File: src/rtl/i2c_arb_pkg.sv
package i2c_arb_pkg;

  typedef struct packed {
    logic scl;
    logic sda;
  } bus_lvl_t;

  typedef struct packed {
    logic mst;
    logic trx;
  } arb_mode_t;

  localparam bus_lvl_t BUS_IDLE = '{scl: 1'b1, sda: 1'b1};

endpackage

File: src/rtl/i2c_arb_sync.sv
module i2c_arb_sync #(
  parameter int WIDTH = 2,
  parameter int STAGES = 2,
  parameter logic [WIDTH-1:0] RST_VAL = '1
) (
  input  logic             clk_i,
  input  logic             rst_ni,
  input  logic [WIDTH-1:0] d_i,
  output logic [WIDTH-1:0] q_o
);

  localparam int CHAIN_W = WIDTH * STAGES;

  logic [CHAIN_W-1:0] chain_q;

  always_ff @(posedge clk_i or negedge rst_ni) begin
    if (!rst_ni) chain_q <= {STAGES{RST_VAL}};
    else         chain_q <= {chain_q[CHAIN_W-WIDTH-1:0], d_i};
  end

  assign q_o = chain_q[CHAIN_W-1 -: WIDTH];

endmodule

File: src/rtl/i2c_arb_edge.sv
module i2c_arb_edge #(
  parameter logic RST_VAL = 1'b1
) (
  input  logic clk_i,
  input  logic rst_ni,
  input  logic lvl_i,
  output logic rise_o
);

  logic prev_q;

  always_ff @(posedge clk_i or negedge rst_ni) begin
    if (!rst_ni) prev_q <= RST_VAL;
    else         prev_q <= lvl_i;
  end

  assign rise_o = lvl_i & ~prev_q;

endmodule

File: src/rtl/i2c_arb_core.sv
module i2c_arb_core
  import i2c_arb_pkg::*;
(
  input  logic      clk_i,
  input  logic      rst_ni,
  input  logic      scl_rise_i,
  input  logic      sda_seen_i,
  input  logic      sda_drive_i,
  input  logic      drive_slot_i,
  input  logic      byte_end_i,
  input  logic      dbr_wr_i,
  input  logic      dbr_rd_i,
  input  logic      cr2_we_i,
  input  arb_mode_t mode_wdata_i,
  output logic      al_o,
  output arb_mode_t mode_o,
  output logic      hold_o
);

  logic      al_q;
  logic      hold_q;
  arb_mode_t mode_q;
  logic      cmp_en;
  logic      loss;
  logic      clr;

  // compare only while this side owns the bit on the wire
  assign cmp_en = mode_q.mst & drive_slot_i & scl_rise_i;
  assign loss   = cmp_en & (sda_seen_i ^ sda_drive_i);
  assign clr    = dbr_wr_i | dbr_rd_i | cr2_we_i;

  always_ff @(posedge clk_i or negedge rst_ni) begin
    if (!rst_ni) al_q <= 1'b0;
    else         al_q <= loss | (al_q & ~clr);
  end

  always_ff @(posedge clk_i or negedge rst_ni) begin
    if (!rst_ni)       mode_q <= '0;
    else if (loss)     mode_q <= '0;
    else if (cr2_we_i) mode_q <= mode_wdata_i;
  end

  always_ff @(posedge clk_i or negedge rst_ni) begin
    if (!rst_ni)         hold_q <= 1'b0;
    else if (loss)       hold_q <= 1'b1;
    else if (byte_end_i) hold_q <= 1'b0;
  end

  assign al_o   = al_q;
  assign mode_o = mode_q;
  assign hold_o = hold_q;

endmodule

File: src/rtl/i2c_arb_guard.sv
module i2c_arb_guard
  import i2c_arb_pkg::*;
#(
  parameter int SYNC_STAGES = 2
) (
  input  logic clk_i,
  input  logic rst_ni,
  input  logic scl_i,
  input  logic sda_i,
  input  logic scl_drive_i,
  input  logic sda_drive_i,
  input  logic drive_slot_i,
  input  logic byte_end_i,
  input  logic dbr_wr_i,
  input  logic dbr_rd_i,
  input  logic cr2_we_i,
  input  logic mst_wdata_i,
  input  logic trx_wdata_i,
  output logic al_o,
  output logic mst_o,
  output logic trx_o,
  output logic sda_o,
  output logic scl_o
);

  localparam int BUS_W = $bits(bus_lvl_t);

  bus_lvl_t  bus_raw;
  bus_lvl_t  bus_sync;
  arb_mode_t mode_wdata;
  arb_mode_t mode;
  logic      scl_rise;
  logic      hold;

  assign bus_raw    = '{scl: scl_i, sda: sda_i};
  assign mode_wdata = '{mst: mst_wdata_i, trx: trx_wdata_i};

  i2c_arb_sync #(
    .WIDTH  (BUS_W),
    .STAGES (SYNC_STAGES),
    .RST_VAL(BUS_IDLE)
  ) u_sync (
    .clk_i (clk_i),
    .rst_ni(rst_ni),
    .d_i   (bus_raw),
    .q_o   (bus_sync)
  );

  i2c_arb_edge #(
    .RST_VAL(1'b1)
  ) u_edge (
    .clk_i (clk_i),
    .rst_ni(rst_ni),
    .lvl_i (bus_sync.scl),
    .rise_o(scl_rise)
  );

  i2c_arb_core u_core (
    .clk_i       (clk_i),
    .rst_ni      (rst_ni),
    .scl_rise_i  (scl_rise),
    .sda_seen_i  (bus_sync.sda),
    .sda_drive_i (sda_drive_i),
    .drive_slot_i(drive_slot_i),
    .byte_end_i  (byte_end_i),
    .dbr_wr_i    (dbr_wr_i),
    .dbr_rd_i    (dbr_rd_i),
    .cr2_we_i    (cr2_we_i),
    .mode_wdata_i(mode_wdata),
    .al_o        (al_o),
    .mode_o      (mode),
    .hold_o      (hold)
  );

  assign mst_o = mode.mst;
  assign trx_o = mode.trx;
  // released pads after a loss: SDA for the byte, SCL while not master
  assign sda_o = hold ? 1'b1 : sda_drive_i;
  assign scl_o = mode.mst ? scl_drive_i : 1'b1;

endmodule

File: config.mk
export PLATFORM = sky130hd
export DESIGN_NAME = i2c_arb_guard
export DESIGN_NICKNAME = d
export VERILOG_FILES = /design/src/rtl/i2c_arb_pkg.sv /design/src/rtl/i2c_arb_sync.sv /design/src/rtl/i2c_arb_edge.sv /design/src/rtl/i2c_arb_core.sv /design/src/rtl/i2c_arb_guard.sv
export SDC_FILE = /design/constraint.sdc
export NUM_CORES = 1
export LEC_CHECK = 0
export ABC_AREA = 1
export BUFFER_PORTS_ARGS = -buffer_cell sky130_fd_sc_hd__buf_2
export CAP_MARGIN = 20
export CELL_PAD_IN_SITES_DETAIL_PLACEMENT = 1
export CELL_PAD_IN_SITES_GLOBAL_PLACEMENT = 2
export CORE_UTILIZATION = 24
export CTS_CLUSTER_SIZE = 24
export DETAILED_ROUTE_END_ITERATION = 7
export GPL_TIMING_DRIVEN = 0
export HOLD_SLACK_MARGIN = 0.06
export PLACE_DENSITY_LB_ADDON = 0.1
export SYNTH_ARGS = -nofsm -noshare
export SYNTH_HDL_FRONTEND = slang
export SYNTH_HIERARCHICAL = 1
export SYNTH_SLANG_ARGS = --single-unit
File: constraint.sdc
create_clock -name clk_i -period 2.25 [get_ports clk_i]
set_input_delay 0.3375 -clock clk_i [delete_from_list [all_inputs] [get_ports clk_i]]
set_output_delay 0.3375 -clock clk_i [all_outputs]
set_load 0.02 [all_outputs]
Word-level counts from Yosys, hierarchy flattened

Index checks and enable logic that the tools add are counted.

Register bits: 9
Latch bits: 0
Bits in writable memories: 0
Bits in read-only memories: 0
Output and inout bits: 5
Memories: 0

Add/sub/neg operators: 0
Multiply operators: 0
Divide/modulo/power cells: 0
Order comparisons: 0
Equality and inequality tests: 0
Shift operators: 0
Muxes and demuxes: 6
Bitwise logic cells: 11
Reductions and logical operators: 2

Operators by type and width:

| kind              | count |
|---|---|
| $and 1x1->1       | 5 |
| $mux 1            | 4 |
| $mux 2            | 2 |
| $reduce_bool 2->1 | 2 |
| $or 1x1->1        | 3 |
| $not 1->1         | 2 |
| $xor 1x1->1       | 1 |

Longest topological paths before layout

Word-level depth: 5
Gate-level depth with buffers: 7

Cells and area by module

The synthesis kept the hierarchy.

By module, submodules not included:

| module        | times used | cells an instance | area each (µm²) |
|---|---|---|---|
| i2c_arb_core  | 1          | 30                | 201.4 |
| i2c_arb_sync  | 1          | 6                 | 120.1 |
| i2c_arb_edge  | 1          | 3                 | 36.3 |
| i2c_arb_guard | 1          | 5                 | 18.8 |

Least setup slack after synthesis

No wires, ideal clock.

Path kind: register to register
Start: reg u_sync.chain_q[3]
End: reg u_core.al_q (netlist: u_core/al_o)
Data arrival time: 999 ps
Required time: 2185 ps
Setup slack: 1186 ps
Stages on the path, launching flop included: 8
Path buffers: 1
Clock period less this slack: 1064 ps
Cell sequence: dfstp_2 > buf_4 > inv_1 > nor2_2 > nand2_1 > nor2_1 > nand2_1 > nand2_1

Word-level cells in the longest chain between the ends: 4

RTL lines:

| item                   | line                | RTL |
|---|---|---|
| start, declared        | i2c_arb_sync.sv:14  | `logic [CHAIN_W-1:0] chain_q;` |
| start signal, assigned | i2c_arb_sync.sv:17  | `if (!rst_ni) chain_q <= {STAGES{RST_VAL}};` |
| start signal, assigned | i2c_arb_sync.sv:18  | `else chain_q <= {chain_q[CHAIN_W-WIDTH-1:0], d_i};` |
| $and 1x1->1            | i2c_arb_edge.sv:17  | `assign rise_o = lvl_i & ~prev_q;` |
| via scl_rise           | i2c_arb_guard.sv:32 | `logic scl_rise;` |
| $and 1x1->1            | i2c_arb_core.sv:28  | `assign cmp_en = mode_q.mst & drive_slot_i & scl_rise_i;` |
| $and 1x1->1            | i2c_arb_core.sv:29  | `assign loss = cmp_en & (sda_seen_i ^ sda_drive_i);` |
| $or 1x1->1             | i2c_arb_core.sv:34  | `else al_q <= loss \| (al_q & ~clr);` |
| end signal, assigned   | i2c_arb_core.sv:34  |  |
| end, declared          | i2c_arb_core.sv:20  | `logic al_q;` |

The timed path passes the listed nets, and every way through them passes these cells.
A chain may end at the register's enable or synchronous reset.

Worst setup path in the final report

Start: reg u_core.mode_q, in the netlist u_core/mode_o[1]
End: out scl_o

Word-level cells in the longest chain between the ends: 1

RTL lines:

| item                   | line                | RTL |
|---|---|---|
| start, declared        | i2c_arb_core.sv:22  | `arb_mode_t mode_q;` |
| start signal, assigned | i2c_arb_core.sv:40  | `else if (cr2_we_i) mode_q <= mode_wdata_i;` |
| $mux 1                 | i2c_arb_guard.sv:79 | `assign scl_o = mode.mst ? scl_drive_i : 1'b1;` |
| end, declared          | i2c_arb_guard.sv:23 | `output logic scl_o` |

No other way between the ends.

==> flow_metrics.tcl <==
set metrics [dict create \
    setup_viol_count_final 0 \
    start_util_pct 27.2 \
    fin_crit_ns 1.20 \
    finalCritPeriodShare_pct 53.1 \
    detail_route.wl_per_cell_um 8.25 \
    cts-htree-levels 1 \
    combPwrFrac_pct 14.2 \
    final_nets 80 \
    grt_pass1_vias 303 \
    dr.pass1.iters 2 \
    coreArea_um2 1380 \
    synth_seq_cells 9 \
    r2r_cells 7 \
    placed_area_um2 480 \
    overflow 0 \
    drc 0 \
    ir_drop_v 0.000363 \
    power_frac_seq_pct 52.1 \
    vias 327 \
    portBuffers 17 \
    fmax_mhz 837 \
    rrSetupSlack_ns 1.09 \
    grt_usage_pct 9.65 \
    p_clk_share_pct 33.7 \
    synth_warnings 6 \
    start_kind "register" \
    cts-root-buf "clkbuf_4" \
    dieArea_um2 1730 \
    r2r_end "u_core/al_o" \
    cts_made_buffers 3 \
    clk_latency_ns 0.25 \
    rsz0062_at_grt "false" \
    yosysUniqueCellTypes 9 \
    cp.arrival_ns 0.86 \
    worst_pin_slew_ns 0.190 \
    num-fill-cells 182 \
    grt_pass1_wl_mm 1.21 \
    swShare_pct 23.0 \
    grt_max_degree 10 \
    avgViaCountPerCell 4.04 \
    area_growth_pct 37.2 \
    clk_pin_slew_ns 0.06 \
    internal_power_w 0.000264 \
    cts_tree "built" \
    ys_seq_area_share_pct 61.5 \
    synth_area_um2 377 \
    syn-num-nets 57 \
    syn_avg_cell_area_um2 8.56 \
    clk_path_buf_depth 2 \
    power.density_nw_per_um2 663 \
    place_congestion 0.612 \
    drive_gt1_share_pct 42.4 \
    max_cap_viol_count 0 \
    required_ns 1.91 \
    ant_nets 0 \
    p_sw_w 0.0000789 \
    timing.setup.tns_ns 0 \
    hold_end "u_sync/chain_q[0]" \
    cts.sinks 9 \
    final_hold_viol_count 0 \
    drv_slew 0 \
    clock_skew_ns 0.00179 \
    min_path_type "input port to register" \
    fin_area_um2 517 \
    cts_hold_buf 1 \
    rows 13 \
    wirelength_um 668 \
    path_class "register to primary output" \
    hold_path.startpoint "sda_i" \
    rr_startpoint "u_sync/chain_q[3]" \
    ios 18 \
    status "finished, final reports clean" \
    critPathMaxFanout 3 \
    post_cts_buffers 0 \
    relSlewSlack_pct 87.3 \
    p_leak_nw 0.310 \
    drt_iter0_markers 2 \
    die_h_um 41.6 \
    worstHoldPathCells 1 \
    antennaDiodeCount 0 \
    critPathCaptureType "primary output" \
    antenna_found_initial 0 \
    netlist_instances 44 \
    die_w_um 41.6 \
    post_cts_resize_count 0 \
]
## synthesized netlist by cell type
cell / instances / area [µm²]
nand2_1: 13 / 48.8
inv_1: 11 / 41.3
dfstp_2: 5 / 131
nor2_1: 5 / 18.8
dfrtp_1: 4 / 100
a21oi_1: 2 / 10.0
buf_4: 2 / 15.0
nor2_2: 1 / 6.26
nor3_1: 1 / 5.00
## worst max-delay path: stages, from the launching register on
cell and delay (ns):
dfrtp_1 0.39, nand2_1 0.07, buf_2 0.15
## per-stage QoR
step / std cells / hold slack, ns / power [W] / setup WS [ns] / utilization, %
CTS: 81 / 0.175 / 0.000353 / 1.03 / 37.4
global route: 81 / 0.167 / 0.000369 / 0.928 / 37.4
detailed placement: 76 / 0.195 / 0.000229 / 1.09 / 34.8
global placement: 76 / 0.196 / 0.000229 / 1.11 / 34.8
finish: 81 / 0.186 / 0.000342 / 1.05 / 37.4
floorplan: 44 / 0.0419 / 0.000206 / 1.19 / -
## kinds of logic after synthesis
| logic type | count (synthesis) | synth area share, % |
|---|---|---|
| and+or+nand+nor | 20 | 20.9 |
| buffers and inverters | 13 | 14.9 |
| DFF | 9 | 61.5 |
| AOI/OAI and AO/OA | 2 | 2.66 |
## per-layer routing
layer	share of wire, %	up-vias	global-route usage, %
met1	45	146	11.6
met4	0	0	3.87
li1	-	166	-
met3	9.3	0	6.52
met5	0	-	0
met2	46	15	13.4
## power groups by stage
stage	clock, W	sequential (W)	combinational [W]
detailed placement	0	0.000181	0.0000483
finish	0.000115	0.000178	0.0000486
global placement	0	0.000181	0.0000479
global route	0.000134	0.000180	0.0000555
CTS	0.000124	0.000178	0.0000499
floorplan	0	0.000185	0.0000202
## cell type report
| type | count | area [µm²] | share of cell area [%] |
|---|---|---|---|
| Sequential cell | 9 | 231 | 44.8 |
| Timing Repair Buffer | 18 | 95.1 | 18.4 |
| Multi-Input combinational cell | 22 | 88.8 | 17.2 |
| Inverter | 11 | 41.3 | 7.99 |
| Clock buffer | 4 | 26.3 | 5.08 |
| Tap cell | 15 | 18.8 | 3.63 |
| Buffer | 2 | 15.0 | 2.91 |
## state kept, by name, summed over array words and instances (netlist names)
signal and count:
u_core/hold_o 1, u_edge/prev_q 1, u_core/mode_o 2, u_sync/chain_q 4
u_core/al_o 1
## layout by cell type, fill, tap and decap left out
master          n
nor2_1          5
a21oi_1         2
buf_4           2
nand2_1        13
clkbuf_1        1
nor2_2          1
dfrtp_1         4
inv_1          11
clkbuf_4        3
dfstp_2         5
buf_2          17
dlygate4sd3_1   1
nor3_1          1
## worst max-delay path by stage
| stage | from | end |
|---|---|---|
| CTS | u_core/mode_o[1] | scl_o |
| floorplan | u_sync/chain_q[3] | u_core/al_o |
| finish | u_core/mode_o[1] | scl_o |
| detailed placement | u_sync/chain_q[3] | u_core/al_o |
| global placement | u_sync/chain_q[3] | u_core/al_o |
| global route | u_sync/chain_q[3] | u_core/al_o |
No activity file was read; power rests on OpenSTA's default activity.
